## config.mk

```make
export PLATFORM = sky130hd
export DESIGN_NAME = pfvf_mbox_array
export DESIGN_NICKNAME = d
export VERILOG_FILES = /design/src/rtl/mbx_pkg.sv /design/src/rtl/mbx_slot.sv /design/src/rtl/mbx_rd_port.sv /design/src/rtl/pfvf_mbox_array.sv
export SDC_FILE = /design/constraint.sdc
export NUM_CORES = 1
export LEC_CHECK = 0
export BUFFER_PORTS_ARGS = -buffer_cell sky130_fd_sc_hd__buf_4
export CORE_MARGIN = 5
export CORE_UTILIZATION = 25
export CTS_CLUSTER_SIZE = 8
export DETAILED_ROUTE_END_ITERATION = 8
export PLACE_DENSITY = 0.44
export SLEW_MARGIN = 10
export SYNTH_ARGS = -nofsm -noshare
export SYNTH_HDL_FRONTEND = slang
export SYNTH_SLANG_ARGS = --single-unit
```

## constraint.sdc

```tcl
create_clock -name clk -period 2.7 [get_ports clk]
set_input_delay 0.675 -clock clk [delete_from_list [all_inputs] [get_ports clk]]
set_output_delay 0.675 -clock clk [all_outputs]
set_load 0.02 [all_outputs]
```

## src/rtl/mbx_pkg.sv

```systemverilog
// Package: shared widths and helpers for the mailbox bank.
// Assumes a 32-bit word split into two 16-bit halves of two byte lanes each.
package mbx_pkg;
    localparam int WORD_W  = 32;
    localparam int LANE_W  = 8;
    localparam int LANES   = WORD_W / LANE_W;
    localparam int HALF_W  = WORD_W / 2;

    typedef logic [WORD_W-1:0] mbx_word_t;

    // A half carries a live doorbell when its doorbell and origin bits are both set.
    function automatic logic half_raised(input logic [HALF_W-1:0] half);
        return half[0] & half[1];
    endfunction
endpackage

```

## src/rtl/mbx_slot.sv

```systemverilog
// Module: one mailbox word with side-aware write merging.
// The host owns lanes 0-1 and the function owns lanes 2-3. A non-owner may
// write the owner's half only when the owner is not writing that lane. For the
// function writing the host half, only a doorbell clear or the exact in-use
// marker takes effect. Assumes hit strobes are already qualified by index.
module mbx_slot
    import mbx_pkg::*;
#(
    parameter logic [HALF_W-1:0] IN_USE = 16'h5A5C
) (
    input  logic              clk,
    input  logic              rst_n,
    input  logic              pf_hit,
    input  logic [LANES-1:0]  pf_be,
    input  mbx_word_t         pf_wdata,
    input  logic              vf_hit,
    input  logic [LANES-1:0]  vf_be,
    input  mbx_word_t         vf_wdata,
    output mbx_word_t         q,
    output logic              ring_vf,
    output logic              ring_pf
);
    localparam int OWN_LO = LANES / 2;

    mbx_word_t nxt;
    logic      vf_marker;

    // Detect a function claiming the host half with the in-use marker.
    assign vf_marker = vf_hit && (vf_be[OWN_LO-1:0] == '1) &&
                       (vf_wdata[HALF_W-1:0] == IN_USE);

    // Merge both requesters' writes lane by lane, owner first.
    always_comb begin
        nxt = q;
        for (int b = 0; b < LANES; b++) begin
            if (b < OWN_LO) begin
                if (pf_hit && pf_be[b]) begin
                    nxt[b*LANE_W +: LANE_W] = pf_wdata[b*LANE_W +: LANE_W];
                end else if (vf_marker) begin
                    nxt[b*LANE_W +: LANE_W] = vf_wdata[b*LANE_W +: LANE_W];
                end else if (b == 0 && vf_hit && vf_be[0] && !vf_wdata[0]) begin
                    nxt[0] = 1'b0;
                end
            end else begin
                if (vf_hit && vf_be[b]) begin
                    nxt[b*LANE_W +: LANE_W] = vf_wdata[b*LANE_W +: LANE_W];
                end else if (pf_hit && pf_be[b]) begin
                    nxt[b*LANE_W +: LANE_W] = pf_wdata[b*LANE_W +: LANE_W];
                end
            end
        end
    end

    // Hold the word; clear it on reset.
    always_ff @(posedge clk) begin
        if (!rst_n) q <= '0;
        else        q <= nxt;
    end

    // Doorbells seen by each side.
    assign ring_vf = half_raised(q[HALF_W-1:0]);
    assign ring_pf = half_raised(q[WORD_W-1:HALF_W]);
endmodule

```

## src/rtl/mbx_rd_port.sv

```systemverilog
// Module: range-checked read selector over the flattened word bank.
// An index at or above NUM_VF returns zero. Purely combinational.
module mbx_rd_port
    import mbx_pkg::*;
#(
    parameter int NUM_VF = 6,
    parameter int ID_W   = 3
) (
    input  logic [ID_W-1:0]          sel,
    input  logic [NUM_VF*WORD_W-1:0] words,
    output mbx_word_t                rdata
);
    // Pick the addressed word, or zero when none matches.
    always_comb begin
        rdata = '0;
        for (int k = 0; k < NUM_VF; k++) begin
            if (sel == ID_W'(k)) rdata = words[k*WORD_W +: WORD_W];
        end
    end
endmodule

```

## src/rtl/pfvf_mbox_array.sv

```systemverilog
// Module: bank of per-function mailbox words shared by a host port and a
// function port. The host addresses any word. The function port reaches only
// the word at its requester index. Outputs one interrupt per function and a
// pending vector plus an OR-reduced interrupt toward the host. Assumes
// 2**ID_W >= NUM_VF; higher indices are treated as out of range.
module pfvf_mbox_array
    import mbx_pkg::*;
#(
    parameter int                NUM_VF = 6,
    parameter int                ID_W   = 3,
    parameter logic [HALF_W-1:0] IN_USE = 16'h5A5C
) (
    input  logic              clk,
    input  logic              rst_n,
    input  logic              pf_we,
    input  logic [ID_W-1:0]   pf_addr,
    input  logic [LANES-1:0]  pf_be,
    input  logic [WORD_W-1:0] pf_wdata,
    output logic [WORD_W-1:0] pf_rdata,
    input  logic              vf_we,
    input  logic [ID_W-1:0]   vf_id,
    input  logic [LANES-1:0]  vf_be,
    input  logic [WORD_W-1:0] vf_wdata,
    output logic [WORD_W-1:0] vf_rdata,
    output logic [NUM_VF-1:0] vf_irq,
    output logic              pf_irq,
    output logic [NUM_VF-1:0] pf_pending
);
    localparam int FLAT_W = NUM_VF * WORD_W;

    logic [FLAT_W-1:0] mbx_flat;

    // One storage slot per function; hits are decoded per index.
    for (genvar i = 0; i < NUM_VF; i++) begin : g_slot
        logic      pf_hit;
        logic      vf_hit;
        mbx_word_t q;

        assign pf_hit = pf_we && (pf_addr == ID_W'(i));
        assign vf_hit = vf_we && (vf_id == ID_W'(i));

        mbx_slot #(.IN_USE(IN_USE)) u_slot (
            .clk      (clk),
            .rst_n    (rst_n),
            .pf_hit   (pf_hit),
            .pf_be    (pf_be),
            .pf_wdata (pf_wdata),
            .vf_hit   (vf_hit),
            .vf_be    (vf_be),
            .vf_wdata (vf_wdata),
            .q        (q),
            .ring_vf  (vf_irq[i]),
            .ring_pf  (pf_pending[i])
        );

        assign mbx_flat[i*WORD_W +: WORD_W] = q;
    end

    // Host view: any word by address.
    mbx_rd_port #(.NUM_VF(NUM_VF), .ID_W(ID_W)) u_pf_rd (
        .sel   (pf_addr),
        .words (mbx_flat),
        .rdata (pf_rdata)
    );

    // Function view: only the requester's own word.
    mbx_rd_port #(.NUM_VF(NUM_VF), .ID_W(ID_W)) u_vf_rd (
        .sel   (vf_id),
        .words (mbx_flat),
        .rdata (vf_rdata)
    );

    // Host interrupt collects every raised function doorbell.
    assign pf_irq = |pf_pending;
endmodule

```

# Yosys cells after proc, flatten, opt, wreduce, memory -nomap -nowiden

Cells that the tools add are included.

Register bits after elaboration: 192
Logic and storage cells: 232
Output and inout port bits: 77
Input port bits: 82

Multiplexer cells: 72
Bitwise operators: 12
Reduce and logical (&&, ||, !) cells: 106
Equal/unequal tests: 12

Operator list:

| kind                 | count |
|---|---|
| $mux 32              | 12 |
| $mux 8               | 42 |
| $logic_and 1x1->1    | 72 |
| $reduce_bool 2->1    | 24 |
| $mux 7               | 6 |
| $reduce_bool 3->1    | 6 |
| $eq 16x15->1 const B | 1 |
| $and 1x1->1          | 12 |
| $eq 3x2->1 const B   | 4 |
| $eq 3x3->1 const B   | 4 |
| $mux 1               | 12 |
| $eq 3x1->1 const B   | 2 |
| $logic_not 3->1      | 2 |
| $reduce_or 6->1      | 1 |
| $eq 2x2->1 const B   | 1 |
| $logic_not 1->1      | 1 |

# Depth between registers and ports, before layout

Gate-level depths: netlist of the first run.

Depth in word-level cells: 7
Depth in mapped cells: 8

# Hierarchy

Synthesis of the first run repeated with hierarchy kept, for this count alone.

Cell total of the unflattened synthesis: 1413
Area, all modules: 12896.1 µm²

Modules (own cells, without submodules):

| module          | cells an instance | area each (µm²) | sequential area each (µm²) | instances |
|---|---|---|---|---|
| mbx_slot        | 166               | 1486.4          | 640.6                      | 6 |
| mbx_rd_port     | 198               | 1913.1          | 0.0                        | 2 |
| pfvf_mbox_array | 21                | 151.4           | 0.0                        | 1 |

# Worst setup path after synthesis of the first run

OpenSTA, ideal clock, no wires.

Kind: in2out
Start point: input port vf_id[0]
End point: output port vf_rdata[17]
Arrival: 2046 ps
Data required time: 2025 ps
Path buffers: 4
Cell stages on the path: 6
Path slack: -21 ps
Cell sequence: buf_2 buf_4 buf_2 buf_2 a22oi_1 o221ai_1

Longest elaborated chain between the ends: 7
Elaborated cells on any way between the ends: 12

Ends and longest elaborated chain:

| element               | RTL line              | source |
|---|---|---|
| start: declaration    | pfvf_mbox_array.sv:21 | `input logic [ID_W-1:0] vf_id,` |
| $logic_not 3->1       | mbx_rd_port.sv:17     | `if (sel == ID_W'(k)) rdata = words[k*WORD_W +: WORD_W];` |
| $mux 32 (5 in series) | mbx_rd_port.sv:17     |  |
| $mux 32 (*)           | mbx_rd_port.sv:17     |  |
| end: declaration      | pfvf_mbox_array.sv:24 | `output logic [WORD_W-1:0] vf_rdata,` |

Every way passes the cells marked *; elsewhere a longest branch is shown, timed or not.

# Final worst setup path of the first run

Start point: input port pf_addr[0]
End point: output port pf_rdata[29]

Longest elaborated chain between the ends: 7
Elaborated cells on any way between the ends: 12

Ends and longest elaborated chain:

| element               | RTL line              | source |
|---|---|---|
| start: declaration    | pfvf_mbox_array.sv:16 | `input logic [ID_W-1:0] pf_addr,` |
| $logic_not 3->1       | mbx_rd_port.sv:17     |  |
| $mux 32 (5 in series) | mbx_rd_port.sv:17     |  |
| $mux 32 (*)           | mbx_rd_port.sv:17     |  |
| end: declaration      | pfvf_mbox_array.sv:19 | `output logic [WORD_W-1:0] pf_rdata,` |

Marks and branches as above.

==> results.tsv, run 1 <==
metric	value	unit
period_share	98.31	%
power.density	447.8	mW/mm^2
clk_latency	0.46	ns
drive_above_1_share	31.89	%
synthesis.nets	1411	
dp_slack	-0.04734	ns
cp_max_fo	10	
cp_top_family	buffers and inverters	
cts_made_buffers	17	
htreeDepth	4	
ir_worst_vdd	0.0004690	V
max_flop_register	g_slot.u_slot.q	
hold_start	g_slot[3].u_slot.q[7]	
synth_top_area_share	32.21	%
die_y	228.5	um
critical_path.startpoint_type	primary input	
syn_area_per_cell	8.980	sq um
path_clk_slew	0.07	ns
hold_class	reg -> reg	
syn_inst	1329	
core-area	0.04745	sq mm
synth.largest_area_cell	dfxtp_1	
nNetsFinal	1546	
grt.total_usage	18.18	%
grt_pass1_vias	11220	
clock-root-buffer	clkbuf_16	
hold_ws	0.4796	ns
rsz0062_at_grt	false	
cts_tree	built	
max_slew.worst_pin.slew	0.6687	ns
drt_wl_total	49170	um
yosysSeqAreaShare	32.21	%
num_vias	11400	
critical_path_class	in -> out	
p_leak	5.209	nW
port_buffers	158	
synthToLayoutAreaGrowth	25.16	%
drc	0	
whs_path_depth	2	
netlist_top_cells_area	dfxtp_1 (32%), mux2i_1 (11%), nand2_1 (5.2%)	
outcome	finished clean	
synth_cell_type_count	47	
total_power	6.689	mW
ys_ff_latch	192	
antenna_found_initial	5	
vias_per_cell	5.439	
r2r_start	g_slot[2].u_slot.q[19]	
finalHoldViolations	0	
dieArea	0.05221	sq mm
slew_viol_final	0	
ys_warn_count	0	
reg_top3	g_slot.u_slot.q: 192 flops	
syn-cell-area	0.01193	sq mm
grt_max_degree	85	
fin_ws	0.04560	ns
worstPathArrival	1.98	ns
drv_cap	0	
post_dp_cell_area	0.01432	sq mm
io_pins	159	
cp_common_cell	buf_4	
drt_iter0_markers	856	
cts_sinks	192	
overflow	0	
fin_skew	0	ns
timing.rr.end	g_slot[2].u_slot.q[19]	
cp-end-kind	output pin	
relSlewSlack	55.42	%
die_w	228.5	um
fp-row-count	80	
cp_slowest_cell	mux4_2	
fin_util	31.48	%
dp_hpwl	35020	um
max_freq	376.7	MHz
cts_hold_buf	0	
placed_cells	2060	
path_cells	buf_4 > buf_4 > mux4_2 > inv_1 > o22ai_1 > buf_4	
layout.cells.non_filler	2096	
reg2reg_depth	2	
layout_min_cycle_time	2.654	ns
largest_register_ffs	192	
whs_endpoint	g_slot[3].u_slot.q[7]	
setup_tns	0	ns
final_area	0.01494	sq mm
initial_core_util	25.15	%
gp_congestion	0.8287	
cp_data_required_time	2.03	ns
setup-violations-final	0	
path_buf_inv	4	
grt_pass1_wl	73440	um
cts_buffer_depth	2	
drtPass1Iterations	5	
avgRoutedWirePerCell	23.46	um
antenna_left	0	
cpPeakStageDelay	0.52	ns
rrSetupSlack	1.83	ns
## worst reg2reg max path: stages (launching register included)
cell and delay, ns:
dfxtp_1 0.39, o21ai_0 0.10, a311oi_1 0.28
## layer usage
| metal | global-route usage [%] | vias up | part of all wire, % |
|---|---|---|---|
| met1 | 25.47 | 5652 | 46 |
| li1 | - | 5340 | - |
| met4 | 6.107 | 2 | 2.5 |
| met3 | 3.317 | 53 | 5.6 |
| met5 | 0 | - | 0.014 |
| met2 | 28.28 | 353 | 46 |
## cell families after synthesis
logic type	count (synthesis)	synth area share, %
buffers and inverters	164	6.479
multiplexers	198	19.82
flip-flops	192	32.21
AND/OR/NAND/NOR	400	16.43
AO/OA/AOI/OAI	375	25.07
## synthesized netlist by cell type, drive strengths merged
cell and number:
nand2 165, o21ai 80, a311oi 68, inv 29, nor2 124, nand3b 5, mux2i 135, nand2b 9
buf 52, and4bb 5, nand3 16, or3 42, and2 12, o22ai 28, nor3b 1, or2 15
o21bai 1, o221a 48, a211oi 28, dfxtp 192, nor4b 2, clkbuf 83, o211ai 43, mux4 27
o221ai 36, mux2 36, and4 1, a21oi 6, a22oi 36, a31oi 1, or4 1, and4b 2
## power by group
part,internal (mW),total [mW],switching (mW)
clock,1.46,2.67,1.22
combinational,0.425,1.06,0.632
sequential,2.90,2.96,0.0586
total,4.78,6.69,1.91
## timing repair
| item | 4_1_cts | 5_1_grt |
|---|---|---|
| endpoints found under the setup margin | 3 | 2 |
| gates resized for setup | 1 | 3 |
| buffers inserted | 0 | 0 |
## cell usage in the layout (no fill, tap or decap), types with 12 or more instances in the layout
master     count
o221a_2       48
mux2_2        36
mux4_2        27
or2_2         13
clkbuf_16     17
a22oi_1       35
a311oi_1      68
and2_1        12
nand2_1      165
a211oi_1      27
nand3_1       14
o22ai_1       28
o211ai_1      43
o21ai_0       68
inv_1         28
o221ai_1      16
mux2i_1      135
o221ai_2      20
or3_1         42
dfxtp_1      192
buf_12        20
nor2_1       110
buf_4        229
## how the worst max path moves through the flow
| stage | from | depth (start not counted) | slack (ns) | end |
|---|---|---|---|---|
| 6_report | pf_addr[0] | 6 | 0.05 | pf_rdata[29] |
| 5_1_grt | pf_addr[0] | 6 | 0.006 | pf_rdata[31] |
| 4_1_cts | pf_addr[1] | 7 | 0.005 | pf_rdata[0] |
| 3_5_place_dp | vf_id[1] | 6 | -0.05 | vf_rdata[22] |
| 3_3_place_gp | vf_id[1] | 6 | -0.05 | vf_rdata[16] |
| 2_1_floorplan | pf_addr[0] | 6 | -0.01 | pf_rdata[17] |
## layout make-up
| cell class | instances | area (sq um) |
|---|---|---|
| clock buffers | 18 | 429.2 |
| repair buffers | 251 | 2142 |
| multi-input cells | 973 | 7470 |
| fillers | 4993 | 32510 |
| clock inverters | 14 | 163.9 |
| flip-flops and latches | 192 | 3844 |
| diodes | 4 | 10.01 |
| inverters | 29 | 108.9 |
| well taps | 615 | 769.5 |
No activity file was read; power rests on OpenSTA's default activity.
==> run 2: changes to the inputs <==
--- a/config.mk
+++ b/config.mk
@@ -10,6 +10,7 @@
 export CORE_UTILIZATION = 25
 export CTS_CLUSTER_SIZE = 8
 export DETAILED_ROUTE_END_ITERATION = 8
+export GPL_TIMING_DRIVEN = 0
 export PLACE_DENSITY = 0.44
 export SLEW_MARGIN = 10
 export SYNTH_ARGS = -nofsm -noshare
==> run 2 against run 1 <==
Compared with the run above: critical endpoint is now vf_rdata[28]; core utilization grew 1.2 points; largest cell class unchanged; highest routed layer is now met4; wire length grew 23%; non-clock buffer count grew 52.
==> results.tsv, run 2 (synthesized netlist as in run 1, its figures left out) <==
metric	value	unit
drv_cap	0	
cpPeakStageDelay	0.37	ns
final_area	0.01551	sq mm
max_flop_register	g_slot.u_slot.q	
regArea	0.003844	sq mm
post_dp_cell_area	0.01397	sq mm
clock-root-buffer	clkbuf_16	
period_share	99.22	%
antenna_left	0	
path_buf_inv	4	
nNetsFinal	1598	
worstPathArrival	2.00	ns
antenna_found_initial	0	
reg_top3	g_slot.u_slot.q: 192 flops	
layout_min_cycle_time	2.679	ns
max_freq	373.3	MHz
cp-end-kind	output pin	
cp_slowest_cell	clkbuf_4	
drtPass1Iterations	5	
synthToLayoutAreaGrowth	29.97	%
die_y	228.5	um
finalHoldViolations	0	
grt.total_usage	22.12	%
critical_path.startpoint_type	primary input	
vias_per_cell	5.669	
grt_max_degree	17	
initial_core_util	25.15	%
largest_register_ffs	192	
fillers	4941	
dieArea	0.05221	sq mm
drc	0	
p_leak	5.309	nW
die_w	228.5	um
setup_tns	0	ns
cp_data_required_time	2.03	ns
drive_above_1_share	31.94	%
clk_latency	0.46	ns
slew_viol_final	0	
cts_buffer_depth	2	
critical_path_class	in -> out	
power.density	447.6	mW/mm^2
cp_max_fo	10	
antennaDiodeCount	0	
setup-violations-final	0	
drt_iter0_markers	1234	
mostFrequentLayoutCells	dfxtp_1 (192), buf_4 (165), nand2_1 (164), mux2i_1 (131), nor2_1 (109)	
port_buffers	153	
final_common_cell	dfxtp_1	
drt_wl_total	60450	um
io_pins	159	
multi_input_area	0.007749	sq mm
gp_congestion	0.8966	
cts_sinks	192	
relSlewSlack	35.34	%
fp-row-count	80	
grt_pass1_wl	85480	um
cts_tree	built	
htreeDepth	4	
outcome	finished clean	
path_clk_slew	0.07	ns
hold_class	reg -> reg	
fin_skew	0	ns
ir_worst_vdd	0.0004190	V
path_cells	buf_4 > buf_4 > nand2b_1 > clkbuf_4 > o221ai_1 > buf_4	
core-area	0.04745	sq mm
grt_pass1_vias	11680	
cp_top_family	buffers and inverters	
avgRoutedWirePerCell	28.21	um
num_vias	12150	
cp_common_cell	buf_4	
cts_hold_buf	0	
overflow	0	
cts_made_buffers	17	
max_slew.worst_pin.slew	0.9699	ns
dp_hpwl	43140	um
==> run 2: cell count changes in the layout (fill, tap and decap cells not counted), moves of 6 or more <==
cell,before,now
a22oi_2,1,10
clkbuf_4,0,8
clkbuf_1,1,62
buf_6,2,29
buf_4,229,165
o221ai_4,0,9
buf_12,20,14
buf_2,0,8
a22oi_1,35,26
o221ai_1,16,6
clkbuf_8,0,9
clkbuf_2,0,7
==> run 2: final cells by class <==
type / instances / share of cell area (%)
multi-input cells: 973 / 49.96
flip-flops and latches: 192 / 24.78
repair buffers: 170 / 9.051
plain buffers: 133 / 6.639
well taps: 615 / 4.961
clock buffers: 22 / 3.057
clock inverters: 9 / 0.8550
inverters: 29 / 0.7018
==> run 2: worst reg2reg max path: stages, from the launching register on <==
cell and delay [ns]:
dfxtp_1 0.37, o21ai_0 0.10, a311oi_1 0.33
==> run 2: path summary, 6_finish.rpt <==
path,start,to,slack (ns),depth (start not counted)
max,vf_id[2],vf_rdata[28],0.02,6
min,g_slot[3].u_slot.q[10],g_slot[3].u_slot.q[10],0.47,2
min reg2reg,g_slot[3].u_slot.q[10],g_slot[3].u_slot.q[10],0.47,2
max reg2reg,g_slot[3].u_slot.q[22],g_slot[3].u_slot.q[22],1.79,2
==> run 2: per-layer routing <==
| metal | GRT usage, % | vias up | share of wire [%] |
|---|---|---|---|
| met1 | 30.50 | 6074 | 44 |
| met5 | 0 | - | 0 |
| li1 | - | 5431 | - |
| met2 | 34.65 | 544 | 46 |
| met4 | 7.544 | 0 | 3.0 |
| met3 | 4.422 | 100 | 7.3 |
==> run 2: stage by stage <==
stage	setup slack [ns]	hold WS, ns	power, mW	cells	utilization, %
6_report	0.02103	0.4714	6.942	2143	32.69
5_1_grt	-0.01612	0.4993	7.117	2143	32.69
4_1_cts	-0.04087	0.4740	6.911	2137	32.12
3_5_place_dp	-0.9997	0.4634	4.100	2097	29.45
3_3_place_gp	-1.007	0.4551	4.093	2097	29.45
2_1_floorplan	-0.01386	0.4408	3.549	1329	-
==> run 2: timing repair <==
action	in CTS	in global routing
pin swaps	4	5
endpoints found under the setup margin	64	36
gates resized for setup	145	44
gates cloned	3	2
buffers inserted	8	4
==> run 2: where the power goes <==
part | switching, mW | internal [mW] | leakage, nW
registers | 0.0606 | 2.90 | 1.55
logic | 0.776 | 0.451 | 3.47
clock network | 1.23 | 1.53 | 0.280
total | 2.06 | 4.88 | 5.31
==> run 3: changes to the inputs <==
--- a/config.mk
+++ b/config.mk
@@ -6,12 +6,14 @@
 export NUM_CORES = 1
 export LEC_CHECK = 0
 export BUFFER_PORTS_ARGS = -buffer_cell sky130_fd_sc_hd__buf_4
+export CORE_ASPECT_RATIO = 0.7
 export CORE_MARGIN = 5
 export CORE_UTILIZATION = 25
 export CTS_CLUSTER_SIZE = 8
 export DETAILED_ROUTE_END_ITERATION = 8
 export GPL_TIMING_DRIVEN = 0
 export PLACE_DENSITY = 0.44
+export REMOVE_ABC_BUFFERS = 1
 export SLEW_MARGIN = 10
 export SYNTH_ARGS = -nofsm -noshare
 export SYNTH_HDL_FRONTEND = slang
==> run 3 against run 2 <==
Compared with the run above: the flow now finishes with violations (negative setup slack); non-clock buffer count fell by 124; first-iteration DRC count fell by 11%; critical endpoint is now pf_rdata[26]; sequential share of layout area rose by 1.9 points; core utilization fell by 2.4 points; clock-buffer cell count fell by 5; die area rose by 0.13%; highest routed layer is now met5; combinational power fell by 16%; global-route usage fell by 2.9 points; maximum frequency fell by 1.6%; via count fell by 6.4%; worst hold slack improved by 0.0018 ns.
==> results.tsv, run 3 (synthesized netlist as in run 1, its figures left out) <==
metric	value	unit
clk_latency	0.45	ns
fp-row-count	67	
outcome	finished, violations left	
power.density	461.3	mW/mm^2
drt_wl_total	51700	um
die_y	192.8	um
cts_tree	built	
dp_hpwl	31260	um
drc	0	
max_slew.worst_pin.slew	1.041	ns
max_flop_register	g_slot.u_slot.q	
overflow	0	
slew_viol_final	0	
hold_class	reg -> reg	
dieArea	0.05227	sq mm
path_cells	buf_16 > nor2_4 > buf_16 > a22oi_1 > o221ai_2 > buf_4	
drive_above_1_share	27.56	%
cp_data_required_time	2.03	ns
grt.total_usage	19.19	%
grt_pass1_wl	75690	um
cts_buffer_depth	2	
cts_sinks	192	
period_share	100.8	%
clock-root-buffer	clkbuf_16	
cp_slowest_cell	o221ai_2	
cp_common_cell	buf_16	
layout_min_cycle_time	2.722	ns
reg_top3	g_slot.u_slot.q: 192 flops	
dp_slack	-1.210	ns
rsz0062_at_grt	false	
failed_checks	negative setup slack	
max_freq	367.4	MHz
cp_max_fo	38	
path_buf_inv	3	
cp_top_family	buffers and inverters	
gp_congestion	0.7821	
critical_path_class	in -> out	
ir_worst_vdd	0.0003115	V
fillers	4967	
setup_tns	-0.02205	ns
fin_ws	-0.02205	ns
relSlewSlack	30.59	%
drtPass1Iterations	5	
mostFrequentLayoutCells	dfxtp_1 (192), nand2_1 (165), buf_4 (161), mux2i_1 (135), nor2_1 (109)	
initial_core_util	25.11	%
cts_made_buffers	17	
htreeDepth	4	
critical_path.startpoint_type	primary input	
io_pins	159	
p_leak	4.892	nW
worstPathArrival	2.05	ns
die_w	271.1	um
final_common_cell	dfxtp_1	
setup-violations-final	1	
cpPeakStageDelay	0.32	ns
path_clk_slew	0.07	ns
drv_cap	0	
vias_per_cell	5.602	
antenna_found_initial	3	
core-area	0.04753	sq mm
fin_skew	0	ns
num_vias	11370	
cp-end-kind	output pin	
grt_max_degree	134	
antenna_left	0	
nNetsFinal	1477	
port_buffers	158	
largest_register_ffs	192	
finalHoldViolations	0	
antennaDiodeCount	0	
fin_util	30.27	%
avgRoutedWirePerCell	25.48	um
drt_iter0_markers	1103	
synthToLayoutAreaGrowth	20.55	%
grt_pass1_vias	11080	
[run 3: cell count changes in the layout (fill, tap and decap cells not counted), moves of 10 or more]
| cell | change |
|---|---|
| buf_6 | -26 |
| buf_12 | -13 |
| a22oi_1 | +10 |
| a22oi_2 | -10 |
| o221ai_2 | -16 |
| clkbuf_1 | -62 |
| o221ai_1 | +25 |
[run 3: per-layer routing]
| layer | vias up | global-route usage [%] | wire length [um] |
|---|---|---|---|
| li1 | 5180 | - | - |
| met1 | 5647 | 29.31 | 25600 |
| met2 | 478 | 27.86 | 21600 |
| met3 | 57 | 3.356 | 3700 |
| met4 | 4 | 4.505 | 776 |
| met5 | - | 0 | 14 |
[run 3: cell type report]
cell class                 instances  area, sq um  area share, %
multi-input combinational        976         7448          51.77
timing repair buffer             179         1630          11.33
tap                              621        777.0          5.401
clock inverter                    15        150.1          1.044
sequential                       192         3844          26.72
inverter                          29        111.4         0.7740
clock buffer                      17        425.4          2.957
[run 3: worst min-delay path: cells and delay by family, from the launching register on]
| family | cells | cell delay, ns |
|---|---|---|
| muxes | 1 | 0.05 |
| and+or+nand+nor | 1 | 0.06 |
| DFF | 1 | 0.32 |
[run 3: worst paths after layout]
check	startpoint	to	slack [ns]	depth (start not counted)
worst min-delay path	g_slot[1].u_slot.q[10]	g_slot[1].u_slot.q[10]	0.47	2
worst max-delay path	pf_addr[0]	pf_rdata[26]	-0.02	6
worst max register to register	g_slot[2].u_slot.q[27]	g_slot[2].u_slot.q[27]	1.81	2
worst min register to register	g_slot[1].u_slot.q[10]	g_slot[1].u_slot.q[10]	0.47	2
[run 3: report_power, final]
| group | total, mW | switching [mW] | internal [mW] |
|---|---|---|---|
| clock | 2.65 | 1.35 | 1.30 |
| sequential | 2.96 | 0.0548 | 2.90 |
| combinational | 1.03 | 0.643 | 0.386 |
[run 3: timing repair]
action                                  CTS  global route
buffers inserted                          9             1
pin swaps                                 2             1
hold buffers                              0             0
resized for setup                        22             7
cloned                                    5             1
endpoints found under the setup margin  139            23
[run 3: metrics by stage]
step	hold slack (ns)	area, sq um	power [mW]	std cells
floorplan	0.4408	11270	3.401	1194
global placement	0.4576	13230	3.933	1973
detailed placement	0.4626	13460	3.977	1981
CTS	0.4747	14300	6.670	2027
global route	0.5004	14390	6.875	2029
finish	0.4732	14390	6.636	2029
